**src/rtl/xcvr_pkg.sv**
```systemverilog
package xcvr_pkg;
  // Controls for one half of one direction
  typedef struct packed {
    logic oe_n;  // active-low drive enable
    logic le;    // follow source every cycle
    logic cap;   // load source on this edge
  } half_ctrl_t;
endpackage

```
**src/rtl/xcvr_ctrl_sel.sv**
```systemverilog
module xcvr_ctrl_sel
  import xcvr_pkg::*;
#(
  parameter int HALVES = 2
) (
  input  logic                           wide_mode,
  input  logic        [HALVES-1:0]       oe_n,
  input  logic        [HALVES-1:0]       le,
  input  logic        [HALVES-1:0]       cap,
  output half_ctrl_t  [HALVES-1:0]       ctrl
);
  // Wide operation: index 0 steers every half
  for (genvar h = 0; h < HALVES; h++) begin : g_sel
    always_comb begin
      if (wide_mode) begin
        ctrl[h].oe_n = oe_n[0];
        ctrl[h].le   = le[0];
        ctrl[h].cap  = cap[0];
      end else begin
        ctrl[h].oe_n = oe_n[h];
        ctrl[h].le   = le[h];
        ctrl[h].cap  = cap[h];
      end
    end
  end
endmodule

```
**src/rtl/xcvr_half_path.sv**
```systemverilog
module xcvr_half_path
  import xcvr_pkg::*;
#(
  parameter int W = 9
) (
  input  logic         clk,
  input  logic         rst,
  input  logic         test_mode,
  input  half_ctrl_t   ctrl,
  input  logic [W-1:0] din,
  input  logic [W-1:0] tst_d,
  input  logic         tst_oe,
  output logic [W-1:0] dout,
  output logic         oe
);
  logic [W-1:0] store_q;
  logic [W-1:0] store_d;

  // Latch-or-capture storage; frozen while test logic owns the pins
  always_comb begin
    store_d = store_q;
    if (!test_mode && (ctrl.le || ctrl.cap))
      store_d = din;
  end

  always_ff @(posedge clk) begin
    if (rst) begin
      store_q <= '0;
      dout    <= '0;
      oe      <= 1'b0;
    end else begin
      store_q <= store_d;
      dout    <= test_mode ? tst_d  : store_d;
      oe      <= test_mode ? tst_oe : ~ctrl.oe_n;
    end
  end
endmodule

```
**src/rtl/xcvr_dir.sv**
```systemverilog
module xcvr_dir
  import xcvr_pkg::*;
#(
  parameter int HALF_W = 9,
  parameter int HALVES = 2,
  localparam int BUS_W = HALF_W * HALVES
) (
  input  logic              clk,
  input  logic              rst,
  input  logic              test_mode,
  input  logic              wide_mode,
  input  logic [HALVES-1:0] oe_n,
  input  logic [HALVES-1:0] le,
  input  logic [HALVES-1:0] cap,
  input  logic [BUS_W-1:0]  din,
  input  logic [BUS_W-1:0]  tst_d,
  input  logic [HALVES-1:0] tst_oe,
  output logic [BUS_W-1:0]  dout,
  output logic [HALVES-1:0] oe
);
  half_ctrl_t [HALVES-1:0] ctrl;

  xcvr_ctrl_sel #(.HALVES(HALVES)) i_sel (
    .wide_mode (wide_mode),
    .oe_n      (oe_n),
    .le        (le),
    .cap       (cap),
    .ctrl      (ctrl)
  );

  for (genvar h = 0; h < HALVES; h++) begin : g_half
    xcvr_half_path #(.W(HALF_W)) i_path (
      .clk       (clk),
      .rst       (rst),
      .test_mode (test_mode),
      .ctrl      (ctrl[h]),
      .din       (din[h*HALF_W +: HALF_W]),
      .tst_d     (tst_d[h*HALF_W +: HALF_W]),
      .tst_oe    (tst_oe[h]),
      .dout      (dout[h*HALF_W +: HALF_W]),
      .oe        (oe[h])
    );
  end
endmodule

```
**src/rtl/bus_xcvr18.sv**
```systemverilog
module bus_xcvr18 #(
  parameter int HALF_W = 9,
  parameter int HALVES = 2,
  localparam int BUS_W = HALF_W * HALVES
) (
  input  logic              clk,
  input  logic              rst,
  input  logic              test_mode,
  input  logic              wide_mode,
  input  logic [BUS_W-1:0]  a_in,
  output logic [BUS_W-1:0]  a_out,
  output logic [HALVES-1:0] a_oe,
  input  logic [BUS_W-1:0]  b_in,
  output logic [BUS_W-1:0]  b_out,
  output logic [HALVES-1:0] b_oe,
  input  logic [HALVES-1:0] ab_oe_n,
  input  logic [HALVES-1:0] ab_le,
  input  logic [HALVES-1:0] ab_cap,
  input  logic [HALVES-1:0] ba_oe_n,
  input  logic [HALVES-1:0] ba_le,
  input  logic [HALVES-1:0] ba_cap,
  input  logic [BUS_W-1:0]  tst_a_out,
  input  logic [HALVES-1:0] tst_a_oe,
  input  logic [BUS_W-1:0]  tst_b_out,
  input  logic [HALVES-1:0] tst_b_oe
);
  // A toward B
  xcvr_dir #(.HALF_W(HALF_W), .HALVES(HALVES)) i_ab (
    .clk       (clk),
    .rst       (rst),
    .test_mode (test_mode),
    .wide_mode (wide_mode),
    .oe_n      (ab_oe_n),
    .le        (ab_le),
    .cap       (ab_cap),
    .din       (a_in),
    .tst_d     (tst_b_out),
    .tst_oe    (tst_b_oe),
    .dout      (b_out),
    .oe        (b_oe)
  );

  // B toward A
  xcvr_dir #(.HALF_W(HALF_W), .HALVES(HALVES)) i_ba (
    .clk       (clk),
    .rst       (rst),
    .test_mode (test_mode),
    .wide_mode (wide_mode),
    .oe_n      (ba_oe_n),
    .le        (ba_le),
    .cap       (ba_cap),
    .din       (b_in),
    .tst_d     (tst_a_out),
    .tst_oe    (tst_a_oe),
    .dout      (a_out),
    .oe        (a_oe)
  );
endmodule

```
**config.mk**
```make
export PLATFORM = sky130hd
export DESIGN_NAME = bus_xcvr18
export DESIGN_NICKNAME = d
export VERILOG_FILES = /design/src/rtl/xcvr_pkg.sv /design/src/rtl/xcvr_ctrl_sel.sv /design/src/rtl/xcvr_half_path.sv /design/src/rtl/xcvr_dir.sv /design/src/rtl/bus_xcvr18.sv
export SDC_FILE = /design/constraint.sdc
export NUM_CORES = 1
export LEC_CHECK = 0
export CORE_MARGIN = 1.5
export CORE_UTILIZATION = 65
export DETAILED_ROUTE_END_ITERATION = 12
export DONT_BUFFER_PORTS = 1
export PLACE_DENSITY = 0.88
export SETUP_SLACK_MARGIN = 0.05
export SLEW_MARGIN = 5
export SYNTH_ARGS = -nofsm -noshare
export SYNTH_HDL_FRONTEND = slang
export SYNTH_SLANG_ARGS = --single-unit
```
**constraint.sdc**
```tcl
create_clock -name clk -period 2 [get_ports clk]
set_clock_uncertainty 0.05 [all_clocks]
set_input_delay 0.1 -clock clk [delete_from_list [all_inputs] [get_ports clk]]
set_output_delay 0.1 -clock clk [all_outputs]
set_load 0.005 [all_outputs]
```
# After elaboration in Yosys (flattened, before gate mapping)
# Index checks and enable logic that the tools add are counted.
[totals]
word_cells = 39
in_bits = 92
out_inout_bits = 40
ff_bits = 76
[classes]
n_reduce_logical = 9
bitwise = 4
muxes = 14
[op_table]
columns = ["operator", "n"]
rows = [
  ["two-way mux 9 bit", 8],
  ["two-way mux 3 bit", 2],
  ["logical AND 1 bit", 4],
  ["logical OR 1 bit", 4],
  ["two-way mux 1 bit", 4],
  ["NOT 1 bit", 4],
  ["zero test 1 bit", 1],
]

# Longest topological paths before layout
[depth]
depth_word = 5
mapped_depth = 6
ltp_nobuf = 3

# Cells and area by module
# Synthesis repeated with hierarchy kept, for this count alone.
[unflattened]
hier_cells = 384
hier_area_um2 = 3766.1
[modules_own_cells]
columns = ["module", "seq_area_each_um2", "instances", "cells_per_inst", "area_each_um2"]
rows = [
  ["xcvr_half_path", 380.4, 4, 93, 913.4],
  ["xcvr_ctrl_sel", 0.0, 2, 6, 56.3],
]

# Least setup slack after synthesis
# Ideal clock, no wire load.
[synth_timing]
kind = "input port to flip-flop"
from = "input port test_mode"
to = "register i_ab.g_half[0].i_path.dout[0]"
path_stages = 5
arrival_ns = 0.898
required_time_ns = 1.864
path_buffers = 2
setup_ns = 0.086
slack_ns = 0.967
path_cell_list = "buf_4 -> o21bai_2 -> buf_6 -> mux2i_1 -> a211oi_1"
[synth_via]
elab_chain_cells = 4
[synth_rtl]
columns = ["item", "line_no", "rtl"]
rows = [
  ["start: declaration", "bus_xcvr18.sv:8", "input logic test_mode,"],
  ["zero test 1 bit", "xcvr_half_path.sv:22", "if (!test_mode && (ctrl.le || ctrl.cap))"],
  ["logical AND 1 bit", "xcvr_half_path.sv:22", ""],
  ["two-way mux 9 bit", "xcvr_half_path.sv:22", ""],
  ["two-way mux 9 bit *", "xcvr_half_path.sv:33", "dout <= test_mode ? tst_d : store_d;"],
  ["end signal: assignment", "xcvr_half_path.sv:33", ""],
  ["end: declaration", "xcvr_half_path.sv:13", "output logic [W-1:0] dout,"],
]
# Mark *: on every way between the ends. The rest lies on a longest branch, timed or not.
# A chain may end at the register's enable or synchronous reset.

# Worst setup path in the final report
[layout_timing]
from = "input port tst_b_out[0]"
to = "register i_ab.g_half[0].i_path.dout[0]"
[layout_via]
elab_chain_cells = 1
[layout_rtl]
columns = ["item", "line_no", "rtl"]
rows = [
  ["start: declaration", "bus_xcvr18.sv:24", "input logic [BUS_W-1:0] tst_b_out,"],
  ["two-way mux 9 bit", "xcvr_half_path.sv:33", ""],
]
# Every way passes these cells.

==> impl_metrics.json <==
{
  "area_delta_synth_final_pct": 32.5,
  "drive_gt1_frac": 0.0607,
  "slew_viol_final": 0,
  "ys_types": 21,
  "die_area_sq_mm": 0.00542,
  "r2r_setup_slack_ns": 0.54,
  "clk_path_buf_depth": 2,
  "powerDensity_mw_per_mm2": 793,
  "rsz0062_at_grt": "no",
  "path_class": "input port to register",
  "synth_area_sq_mm": 0.00324,
  "p_int_uw": 2570,
  "drt-vias-per-instance": 5.74,
  "p_sw_frac": 0.244,
  "io_pins": 132,
  "comb_power_share": 0.150,
  "outcome": "complete, no violations",
  "rr_startpoint": "i_ab.g_half[0].i_path.store_q[4]$_SDFF_PP0_",
  "critPathMaxFanout": 1,
  "p_seq_frac": 0.494,
  "fmaxAchievable_ghz": 0.540,
  "drt_wl_total_microns": 9630,
  "synth_fp_nets": 444,
  "cap_violations": 0,
  "via_count": 2842,
  "fin_ws_ns": 0.147,
  "clk_transition_reported_paths_ns": 0.07,
  "grt_pass1_vias": 2875,
  "nets": 516,
  "grt_antenna_before_repair": 0,
  "first_pass_iters": 4,
  "fin_crit_sh": 0.926,
  "dp_slack_ns": 0.681,
  "tightest_slew_ns": 0.642,
  "wl_per_cell_microns": 19.5,
  "power_uw": 3400,
  "finalSetupTns_ns": 0,
  "startpoint_type": "input port",
  "grt_pass1_wl_microns": 14500,
  "seq_area_frac_synth": 0.470,
  "final_common_cell": "dlygate4sd3_1",
  "rows": 25,
  "hold_path_class": "input port to register",
  "final_cell_mix": "dlygate4sd3_1, dfxtp_1, nor2_1",
  "core-area_sq_mm": 0.00475,
  "cts_buffers": 9,
  "p_switching_uw": 831,
  "finalSetupViolCount": 0,
  "die_y_microns": 73.6,
  "cts_tree": "yes",
  "grt_overflow": 0,
  "relSlewSlack": 0.570,
  "dp_hpwl_microns": 4330,
  "cts_root_buf": "clkbuf_8",
  "endpoint_kind": "register",
  "yosysWarnings": 0,
  "hp-start": "rst",
  "leakage_uw": 0.00187,
  "p_clk_frac": 0.355,
  "grt_max_degree": 95,
  "start_util": 0.681,
  "netlist_instances": 352,
  "clk_latency_ns": 0.34,
  "die_x_microns": 73.6,
  "cts.sinks": 76,
  "htreeDepth": 3,
  "synth-seq-cells": 76,
  "max-vdd-ir-drop_v": 0.000601,
  "drtIter0Drc": 247,
  "crit_start": "tst_b_out[0]",
  "io_buffer_count": 0,
  "required_ns": 2.24,
  "drtAntennaViolNets": 0,
  "drc_errors": 0,
  "hold_viol_final": 0,
  "grt_usage": 0.365,
  "antenna_cells": 0,
  "gp_congestion": 0.722,
  "cp.arrival_ns": 2.09,
  "period_needed_ns": 1.85,
  "post_synth.cell_area_avg_sq_um": 9.20
}
==> critical path: stages <==
cell and delay [ns]:
dlygate4sd3_1 0.54, nor2_1 0.04, dlygate4sd3_1 0.57, a211oi_1 0.26
dlygate4sd3_1 0.58
==> cell families (layout without fill, tap and decap cells) <==
group / Yosys count / count (layout) / share of synthesized area
compound gates: 78 / 78 / 0.165
buf+inv: 54 / 130 / 0.0857
mux: 38 / 38 / 0.117
flops: 76 / 76 / 0.470
simple gates: 106 / 106 / 0.162
==> cells in the mapped netlist <==
cell,instances,share of area
clkbuf_1,14,0.016
nor3_2,2,0.0062
nand2b_1,36,0.070
nor2_1,58,0.067
o21ai_0,18,0.028
nor3b_2,2,0.0077
buf_6,5,0.017
buf_4,7,0.016
o311a_1,18,0.056
inv_1,19,0.022
a21oi_1,22,0.034
nand2_1,4,0.0046
mux2i_1,38,0.12
clkbuf_2,2,0.0031
buf_2,7,0.011
dfxtp_1,76,0.47
or2_1,2,0.0039
o21bai_2,1,0.0035
nor3_1,2,0.0031
a211oi_1,18,0.042
o21bai_1,1,0.0023
==> final timing paths <==
| kind | endpoint | depth (start not counted) |
|---|---|---|
| max | i_ab.g_half[0].i_path.dout[0]$_SDFF_PP0_ | 5 |
| min | i_ba.g_half[0].i_path.oe$_SDFF_PP0_ | 2 |
| max reg2reg | i_ab.g_half[0].i_path.dout[4]$_SDFF_PP0_ | 3 |
| min reg2reg | i_ba.g_half[1].i_path.store_q[3]$_SDFF_PP0_ | 2 |
==> power groups by stage <==
stage	logic [uW]	registers, uW	clock network, uW
4_1_cts	475	1680	1210
2_1_floorplan	287	1690	0
6_report	512	1680	1210
5_1_grt	549	1690	1290
3_3_place_gp	255	1700	0
3_5_place_dp	267	1710	0
==> repair_timing <==
| item | in CTS | in global routing |
|---|---|---|
| hold buffers | 90 | 0 |
| buffers inserted | 0 | 0 |
| resized for setup | 0 | 0 |
| endpoints found under the hold margin | 76 | 0 |
==> per-stage QoR <==
| stage | instances | area [sq um] | hold slack [ns] | utilization |
|---|---|---|---|---|
| floorplan | 352 | 3240 | 0.193 | - |
| global placement | 390 | 3160 | 0.132 | 0.665 |
| detailed placement | 390 | 3160 | 0.137 | 0.665 |
| CTS | 495 | 4290 | 0.0644 | 0.903 |
| global route | 495 | 4290 | 0.0945 | 0.903 |
| finish | 495 | 4290 | 0.0972 | 0.903 |
==> per-layer routing <==
layer	wire (microns)	vias to the layer above	track usage
met2	4900	156	0.624
met3	785	28	0.114
met1	3640	1324	0.424
met5	0	-	0
met4	310	0	0.146
li1	-	1334	-
==> sequential cells by signal, summed over array words and instances (netlist names) <==
register	cells
i_ab.g_half.i_path.dout	18
i_ab.g_half.i_path.store_q	18
i_ba.g_half.i_path.dout	18
i_ba.g_half.i_path.store_q	18
i_ab.g_half.i_path.oe	2
i_ba.g_half.i_path.oe	2
==> cell type report <==
class                      count  area [sq um]
tap                           67          83.8
multi-input combinational    222          1440
clock inverter                 1          30.0
inverter                      19          71.3
clock buffer                  14           173
sequential                    76          1520
timing repair buffer          96           973
fill                         206           462
Power figures use the tool's default switching activity.
